==> config.mk <==
export PLATFORM = sky130hd
export DESIGN_NAME = srProtect
export DESIGN_NICKNAME = d
export VERILOG_FILES = /design/src/rtl/srp_pkg.sv /design/src/rtl/srp_ctrl.sv /design/src/rtl/srp_data.sv /design/src/rtl/srProtect.sv
export SDC_FILE = /design/constraint.sdc
export NUM_CORES = 1
export LEC_CHECK = 0
export BUFFER_PORTS_ARGS = -buffer_cell sky130_fd_sc_hd__clkbuf_2
export CAP_MARGIN = 20
export CORE_AREA = 4 4 41 43
export DETAILED_ROUTE_END_ITERATION = 10
export DIE_AREA = 0 0 45 47
export PLACE_DENSITY = 0.78
export SYNTH_ARGS = -nofsm -noshare
export SYNTH_HDL_FRONTEND = slang
export SYNTH_SLANG_ARGS = --single-unit
==> constraint.sdc <==
create_clock -name clk -period 1.2 [get_ports clk]
set_input_delay 0.12 -clock clk [delete_from_list [all_inputs] [get_ports clk]]
set_output_delay 0.12 -clock clk [all_outputs]
set_load 0.005 [all_outputs]
==> src/rtl/srp_pkg.sv <==
package srp_pkg;
  // Bit positions of the status byte; the host decodes them.
  localparam int unsigned BIT_PEN  = 7;
  localparam int unsigned BIT_LVH  = 3;
  localparam int unsigned BIT_LVL  = 2;
  localparam int unsigned BIT_WEN  = 1;
  localparam int unsigned BIT_BUSY = 0;

  // Strobes from control to datapath.
  typedef struct packed {
    logic setWen;
    logic clrWen;
    logic loadPend;
    logic commit;
  } srStrobes_t;

  // Protection levels, indexed by status bits 3:2.
  typedef enum logic [1:0] {
    LVL_NONE    = 2'b00,
    LVL_QUARTER = 2'b01,
    LVL_HALF    = 2'b10,
    LVL_ALL     = 2'b11
  } protLevel_t;
endpackage

==> src/rtl/srp_ctrl.sv <==
module srp_ctrl
  import srp_pkg::*;
(
  input  logic       clk,
  input  logic       rstN,
  input  logic       reqSetWen,
  input  logic       reqClrWen,
  input  logic       reqStatWr,
  input  logic       busy,
  input  logic       wpN,
  input  logic       wenNow,
  input  logic       penNow,
  output srStrobes_t stb,
  output logic       idle,
  output logic       statWrGo
);
  logic busyQ;
  logic pendValid;
  logic busyFell;
  logic hwLock;

  always_ff @(posedge clk) begin
    if (!rstN) begin
      busyQ     <= 1'b0;
      pendValid <= 1'b0;
    end else begin
      busyQ <= busy;
      if (stb.commit)
        pendValid <= 1'b0;
      else if (stb.loadPend)
        pendValid <= 1'b1;
    end
  end

  always_comb begin
    idle       = !busy && !busyQ;
    busyFell   = busyQ && !busy;
    hwLock     = !wpN && penNow;
    statWrGo   = reqStatWr && idle && wenNow && !hwLock;
    stb.setWen   = reqSetWen && idle;
    stb.clrWen   = (reqClrWen && idle) || busyFell;
    stb.loadPend = statWrGo;
    stb.commit   = busyFell && pendValid;
  end
endmodule

==> src/rtl/srp_data.sv <==
module srp_data
  import srp_pkg::*;
(
  input  logic       clk,
  input  logic       rstN,
  input  srStrobes_t stb,
  input  logic [2:0] newBits,
  input  logic       idle,
  input  logic [1:0] addrTop,
  output logic [7:0] statusOut,
  output logic       writePermit,
  output logic       wenNow,
  output logic       penNow
);
  logic       wen;
  logic       pen;
  protLevel_t level;
  logic [2:0] pendBits;
  logic       inFence;

  always_ff @(posedge clk) begin
    if (!rstN) begin
      wen      <= 1'b0;
      pen      <= 1'b0;
      level    <= LVL_NONE;
      pendBits <= 3'b000;
    end else begin
      if (stb.clrWen)
        wen <= 1'b0;
      else if (stb.setWen)
        wen <= 1'b1;
      if (stb.loadPend)
        pendBits <= newBits;
      if (stb.commit) begin
        pen   <= pendBits[2];
        level <= protLevel_t'(pendBits[1:0]);
      end
    end
  end

  always_comb begin
    case (level)
      LVL_NONE:    inFence = 1'b0;
      LVL_QUARTER: inFence = (addrTop == 2'b11);
      LVL_HALF:    inFence = addrTop[1];
      default:     inFence = 1'b1;
    endcase
  end

  always_comb begin
    statusOut           = 8'h00;
    statusOut[BIT_PEN]  = pen;
    statusOut[BIT_LVH]  = level[1];
    statusOut[BIT_LVL]  = level[0];
    statusOut[BIT_WEN]  = wen;
    statusOut[BIT_BUSY] = 1'b0;
    if (!idle)
      statusOut = 8'hFF;
  end

  assign writePermit = idle && wen && !inFence;
  assign wenNow      = wen;
  assign penNow      = pen;
endmodule

==> src/rtl/srProtect.sv <==
module srProtect
  import srp_pkg::*;
#(
  parameter int unsigned ADDR_W = 13
)(
  input  logic              clk,
  input  logic              rstN,
  input  logic              setWenReq,
  input  logic              clrWenReq,
  input  logic              statWrReq,
  input  logic [7:0]        statWrData,
  input  logic              wpN,
  input  logic              busy,
  input  logic [ADDR_W-1:0] queryAddr,
  output logic [7:0]        statusOut,
  output logic              statWrGo,
  output logic              writePermit
);
  localparam int unsigned TOP_LSB = ADDR_W - 2;

  srStrobes_t stb;
  logic       idle;
  logic       wenNow;
  logic       penNow;
  logic [2:0] newBits;
  logic [1:0] addrTop;
  logic       unusedBits;

  assign newBits    = {statWrData[BIT_PEN], statWrData[BIT_LVH], statWrData[BIT_LVL]};
  assign addrTop    = queryAddr[ADDR_W-1:TOP_LSB];
  assign unusedBits = ^{statWrData[6:4], statWrData[1:0], queryAddr[TOP_LSB-1:0]};

  srp_ctrl uCtrl (
    .clk       (clk),
    .rstN      (rstN),
    .reqSetWen (setWenReq),
    .reqClrWen (clrWenReq),
    .reqStatWr (statWrReq),
    .busy      (busy),
    .wpN       (wpN),
    .wenNow    (wenNow),
    .penNow    (penNow),
    .stb       (stb),
    .idle      (idle),
    .statWrGo  (statWrGo)
  );

  srp_data uData (
    .clk         (clk),
    .rstN        (rstN),
    .stb         (stb),
    .newBits     (newBits),
    .idle        (idle),
    .addrTop     (addrTop),
    .statusOut   (statusOut),
    .writePermit (writePermit),
    .wenNow      (wenNow),
    .penNow      (penNow)
  );
endmodule

==> results of run 1 <==
-- sequential cells by signal (all words and copies together) (netlist names) --
name             flops
uData.wenNow         1
uData.level          2
uCtrl.busyQ          1
uData.penNow         1
uCtrl.pendValid      1
uData.pendBits       3
-- routing by layer --
layer  global-route usage [%]  vias to the layer above  wire [um]
li1                         -                      216          -
met1                     13.1                      178        426
met2                     14.4                       14        482
met3                     2.68                        0         86
met4                     5.26                        0          0
met5                        0                        -          0
-- stage by stage --
| step | setup WS [ps] | setup TNS (ps) | hold WS [ps] |
|---|---|---|---|
| 6_report | -67.3 | -118 | 86.3 |
| 4_1_cts | -77.7 | -225 | 79.2 |
| 3_5_place_dp | 72.9 | 0 | 356 |
| 2_1_floorplan | 138 | 0 | 262 |
| 5_1_grt | -99.2 | -618 | 95.2 |
| 3_3_place_gp | 67.6 | 0 | 351 |
-- worst max path at each step --
stage | from | end | slack (ps) | cells after the start
2_1_floorplan | uCtrl.busyQ | uData.pendBits[0] | 140 | 4
3_3_place_gp | uCtrl.busyQ | statWrGo | 70 | 4
3_5_place_dp | uCtrl.busyQ | uData.pendBits[0] | 70 | 4
4_1_cts | uCtrl.busyQ | statusOut[7] | -80 | 3
5_1_grt | uCtrl.busyQ | statusOut[7] | -100 | 3
6_report | uCtrl.busyQ | statusOut[7] | -70 | 3
-- Yosys cell counts --
master    number  area share (%)
nor2_1         2             1.7
a21oi_1        1             1.1
dfxtp_1        9              41
and2_2         1             1.7
or3_2          4             6.8
nor2_2         1             1.4
inv_1          1            0.85
nand2_1        7             6.0
mux2i_1        6              14
nand3b_1       1             1.7
inv_2          1            0.85
nor3_4         1             3.7
o211a_1        1             2.3
and4_2         1             2.3
clkbuf_1       1            0.85
buf_4          3             5.1
o21ai_0        2             2.3
nand3_1        1             1.1
nor2b_1        4             5.7
-- area by class of cell --
class | instances | area share [%]
multi-input combinational | 33 | 37.8
tap | 15 | 2.81
sequential | 9 | 27.7
clock buffer | 3 | 3.37
inverter | 2 | 1.12
clock inverter | 1 | 0.749
timing repair buffer | 29 | 26.4
-- what timing repair did --
| action | CTS | global route |
|---|---|---|
| endpoints found under the setup margin | 6 | 11 |
| gates cloned | 0 | 0 |
| pin swaps | 1 | 0 |
| resized for setup | 8 | 7 |
| buffers inserted | 6 | 1 |
-- power breakdown --
| group | total, mW | switching [mW] | internal, mW |
|---|---|---|---|
| Sequential | 0.309 | 0.00474 | 0.305 |
| Combinational | 0.100 | 0.0412 | 0.0588 |
| Clock | 0.234 | 0.112 | 0.123 |
-- cells by family after synthesis --
kind of cell           share of synthesized area, %
AOI/OAI and AO/OA                              5.68
buffers and inverters                          7.67
DFF                                            40.9
muxes                                          13.6
and+or+nand+nor                                32.1
-- worst min-delay path: stages --
cell and delay [ps]:
clkbuf_2 80, nand2_1 40, mux2i_1 60
==> flow_metrics.env, run 1 <==
export IMPL_status="finished with violations"
export IMPL_violations="setup timing"
export IMPL_finalInstanceArea_um2=668
export IMPL_min_path_cells=3
export IMPL_postCtsHoldBufs=0
export IMPL_p_per_area_nw_per_um2=964
export IMPL_core_um2=1300
export IMPL_n_antenna_cell=0
export IMPL_drt_iter0_drc=5
export IMPL_num_vias=408
export IMPL_dieArea_um2=2120
export IMPL_yosysWarnings=0
export IMPL_whs_endpoint="uData.pendBits[0]"
export IMPL_fmax_ghz=0.789
export IMPL_worst_pin_slew_ps=257
export IMPL_fin_ws_ps=-67.3
export IMPL_ys_ff_latch=9
export IMPL_syn_inst=48
export IMPL_placed_area_um2=546
export IMPL_final_util_pct=51.3
export IMPL_initial_core_util_pct=33.8
export IMPL_reg2reg_depth=6
export IMPL_clock_latency_ps=260
export IMPL_port_buffers=21
export IMPL_cpPeakStageDelay_ps=350
export IMPL_cap_violations=0
export IMPL_rsz0062_at_grt="yes"
export IMPL_cts_buffers=3
export IMPL_worst_path_buf_inv=2
export IMPL_gp_congestion=0.657
export IMPL_ant_nets=0
export IMPL_startpoint_type="flop"
export IMPL_io_pins=38
export IMPL_firstDrtPassIters=2
export IMPL_grt_use_total_pct=9.84
export IMPL_place_hpwl_um=678
export IMPL_multi_input_area_um2=253
export IMPL_first_global_vias=383
export IMPL_worst_r2r_setup_slack_ps=0
export IMPL_critPathRequiredTime_ps=1080
export IMPL_synth_distinct_cells=19
export IMPL_min_from="statWrData[2]"
export IMPL_path_max_fanout=5
export IMPL_skew_ps=3.68
export IMPL_critPathTopFamily="flip-flops"
export IMPL_area_growth_pct=51.7
export IMPL_clk_pin_slew_ps=70
export IMPL_wl_per_cell_um=10.8
export IMPL_layout_commonest_cell="clkbuf_2"
export IMPL_setup_viol=4
export IMPL_cp_end_kind="output port"
export IMPL_final_nets=106
export IMPL_min_path_type="primary input to flop"
export IMPL_crit_slowest_cell="dfxtp_2"
export IMPL_dp_cells=81
export IMPL_final_max_slew_violation_count=0
export IMPL_die_h_um=47
export IMPL_stdcell_count=92
export IMPL_synth_area_um2=440
export IMPL_peakVddDrop_v=0.000531
export IMPL_cts_root_buf="clkbuf_4"
export IMPL_mostFrequentLayoutCells="clkbuf_2, nand2_1, mux2i_1, buf_4, dfxtp_1"
export IMPL_drive_gt1_share_pct=62.3
export IMPL_period_share_pct=106
export IMPL_grt_first_pass_wirelength_mm=1.53
export IMPL_synthesis_nets=76
export IMPL_wirelength_um=995
export IMPL_clk_path_buf_depth=2
export IMPL_hold_viol=0
export IMPL_cts_tree="built"
export IMPL_final_min_clock_period_ps=1270
export IMPL_n_fill_cell=129
export IMPL_cts_sinks=9
export IMPL_p_leak_nw=0.332
export IMPL_crit_path_cell_trace="buf_6 -> or3_4 -> clkbuf_2"
export IMPL_antenna_found_initial=0
export IMPL_arrival_ps=1150
export IMPL_p_total_uw=644
export IMPL_r2r_start="uCtrl.busyQ"
export IMPL_drc_errors=0
export IMPL_rows=13
export IMPL_vias_per_cell=4.43
export IMPL_die_width_um=45
export IMPL_cts_max_level=1
export IMPL_ys_seq_area_share_pct=40.9
export IMPL_seq_area_um2=185
export IMPL_grt_start_max_net_pins=13
export IMPL_avgSynthCellArea_um2=9.18
export IMPL_timing_rr_end="uData.pendBits[0]"
export IMPL_overflow=0
export IMPL_worst_setup_path_type="flop to output port"
export IMPL_relSlewSlack_pct=82.8
(Power assumes the default switching activity.)
==> run 2, diff against run 1 <==
ABC_CLOCK_PERIOD_IN_PS = 1200   (was not set)
CORE_AREA = 2 2 39 41   (was 4 4 41 43)
CTS_CLUSTER_SIZE = 40   (was not set)
DIE_AREA = 0 0 41 43   (was 0 0 45 47)
==> run 2 against run 1 <==
The flow still finishes with violations (setup timing). Sequential share of layout area up 0.40 points. Sequential power hardly changed. Global-route usage rose by 2.3 points. Flip-flop and latch count is the same. Setup slack improved by 21 ps. Clock power about the same. Combinational power decreased by 5%. Largest power group unchanged. Final area increased by 0.56%.
==> flow_metrics.env, run 2 (synthesized netlist as in run 1, its figures left out) <==
export IMPL_p_total_uw=636
export IMPL_dieArea_um2=1760
export IMPL_cts_tree="built"
export IMPL_hold_viol=0
export IMPL_clk_path_buf_depth=2
export IMPL_layout_commonest_cell="clkbuf_2"
export IMPL_n_antenna_cell=0
export IMPL_fin_ws_ps=-46.2
export IMPL_overflow=0
export IMPL_dp_cells=81
export IMPL_period_share_pct=104
export IMPL_stdcell_count=91
export IMPL_setup_viol=2
export IMPL_crit_path_cell_trace="or3_4 -> buf_6"
export IMPL_cts_sinks=9
export IMPL_arrival_ps=1130
export IMPL_cpPeakStageDelay_ps=380
export IMPL_status="finished with violations"
export IMPL_core_um2=1380
export IMPL_ant_nets=0
export IMPL_dp_slack_ps=43.6
export IMPL_mostFrequentLayoutCells="clkbuf_2, nand2_1, mux2i_1"
export IMPL_drc_errors=0
export IMPL_critPathRequiredTime_ps=1080
export IMPL_worst_pin_slew_ps=237
export IMPL_regMostFlops="uData.pendBits"
export IMPL_peakVddDrop_v=0.000378
export IMPL_largest_registers="uData.pendBits (3), uData.level (2)"
export IMPL_cts_root_buf="clkbuf_4"
export IMPL_final_max_slew_violation_count=0
export IMPL_grt_start_max_net_pins=13
export IMPL_violations="setup timing"
export IMPL_placed_area_um2=539
export IMPL_num_vias=419
export IMPL_vias_per_cell=4.60
export IMPL_fmax_ghz=0.802
export IMPL_gp_congestion=0.676
export IMPL_cap_violations=0
export IMPL_critPathTopFamily="simple AND/OR/NAND/NOR gates"
export IMPL_largest_register_ffs=3
export IMPL_firstDrtPassIters=4
export IMPL_die_width_um=41
export IMPL_initial_core_util_pct=31.8
export IMPL_relSlewSlack_pct=84.2
export IMPL_grt_use_total_pct=12.1
export IMPL_antenna_found_initial=0
export IMPL_first_global_vias=333
export IMPL_wirelength_um=964
export IMPL_clock_latency_ps=260
export IMPL_p_per_area_nw_per_um2=946
export IMPL_port_buffers=21
export IMPL_clk_pin_slew_ps=60
export IMPL_area_growth_pct=52.6
export IMPL_p_leak_nw=0.326
export IMPL_rows=14
export IMPL_grt_first_pass_wirelength_mm=1.36
export IMPL_cts_max_level=1
export IMPL_crit_slowest_cell="or3_4"
export IMPL_drive_gt1_share_pct=62.7
export IMPL_finalInstanceArea_um2=672
export IMPL_min_path_type="primary input to flop"
export IMPL_wl_per_cell_um=10.6
export IMPL_rsz0062_at_grt="yes"
export IMPL_final_util_pct=48.6
export IMPL_final_nets=104
export IMPL_worst_path_buf_inv=1
export IMPL_die_h_um=43
export IMPL_startpoint_type="flop"
export IMPL_worst_setup_path_type="flop to output port"
export IMPL_io_pins=38
export IMPL_cp_end_kind="output port"
export IMPL_final_min_clock_period_ps=1250
export IMPL_skew_ps=0.461
export IMPL_drt_iter0_drc=2
export IMPL_cts_buffers=3
export IMPL_path_max_fanout=7
run 2: cell count changes in the layout (fill, tap and decap cells not counted), sizes merged:
cell	change
clkbuf	-2
clkinv	-1
buf	+1
run 2: metrics by stage:
step	hold slack, ps	setup TNS (ps)
final	86.5	-53.9
after CTS	79.4	-44.7
after global routing	79.9	-308
after floorplan	262	0
after detailed placement	357	0
after global placement	352	0
run 2: final cells by class:
cell class | count | area (um2)
Tap cell | 16 | 20.0
Inverter | 2 | 7.51
Fill cell | 137 | 712
Sequential cell | 9 | 189
Timing Repair Buffer | 27 | 170
Multi-Input combinational cell | 33 | 259
Clock buffer | 4 | 26.3
run 2: power breakdown:
group | internal, mW | switching (mW) | total [mW]
Clock | 0.128 | 0.103 | 0.231
Combinational | 0.0550 | 0.0404 | 0.0955
Sequential | 0.304 | 0.00605 | 0.310
Total | 0.487 | 0.149 | 0.636
run 2: what timing repair did:
action,CTS,global route
hold buffers,0,0
endpoints found under the setup margin,6,9
setup buffers,5,1
hold endpoints to repair,0,0
resized for setup,14,8
pin swaps,2,2
run 2: final timing paths:
path / from / to / slack [ps] / depth (start not counted)
hold reg to reg: uData.pendBits[0] / uData.pendBits[0] / 460 / 2
hold / removal: statWrData[3] / uData.pendBits[1] / 90 / 3
setup reg to reg: uData.penNow / uCtrl.pendValid / 80 / 5
setup / recovery: uCtrl.busyQ / statusOut[7] / -50 / 2
run 2: worst min-delay path, cell delays in order:
cell and delay, ps:
clkbuf_2 80, nand2_1 40, mux2i_1 50
run 2: per-layer routing:
metal	share of wire [%]	vias up	global-route usage (%)
met1	39	174	13.7
met4	3.2	0	12.0
met3	8.4	4	3.14
li1	-	218	-
met5	0	-	0
met2	49	23	16.9
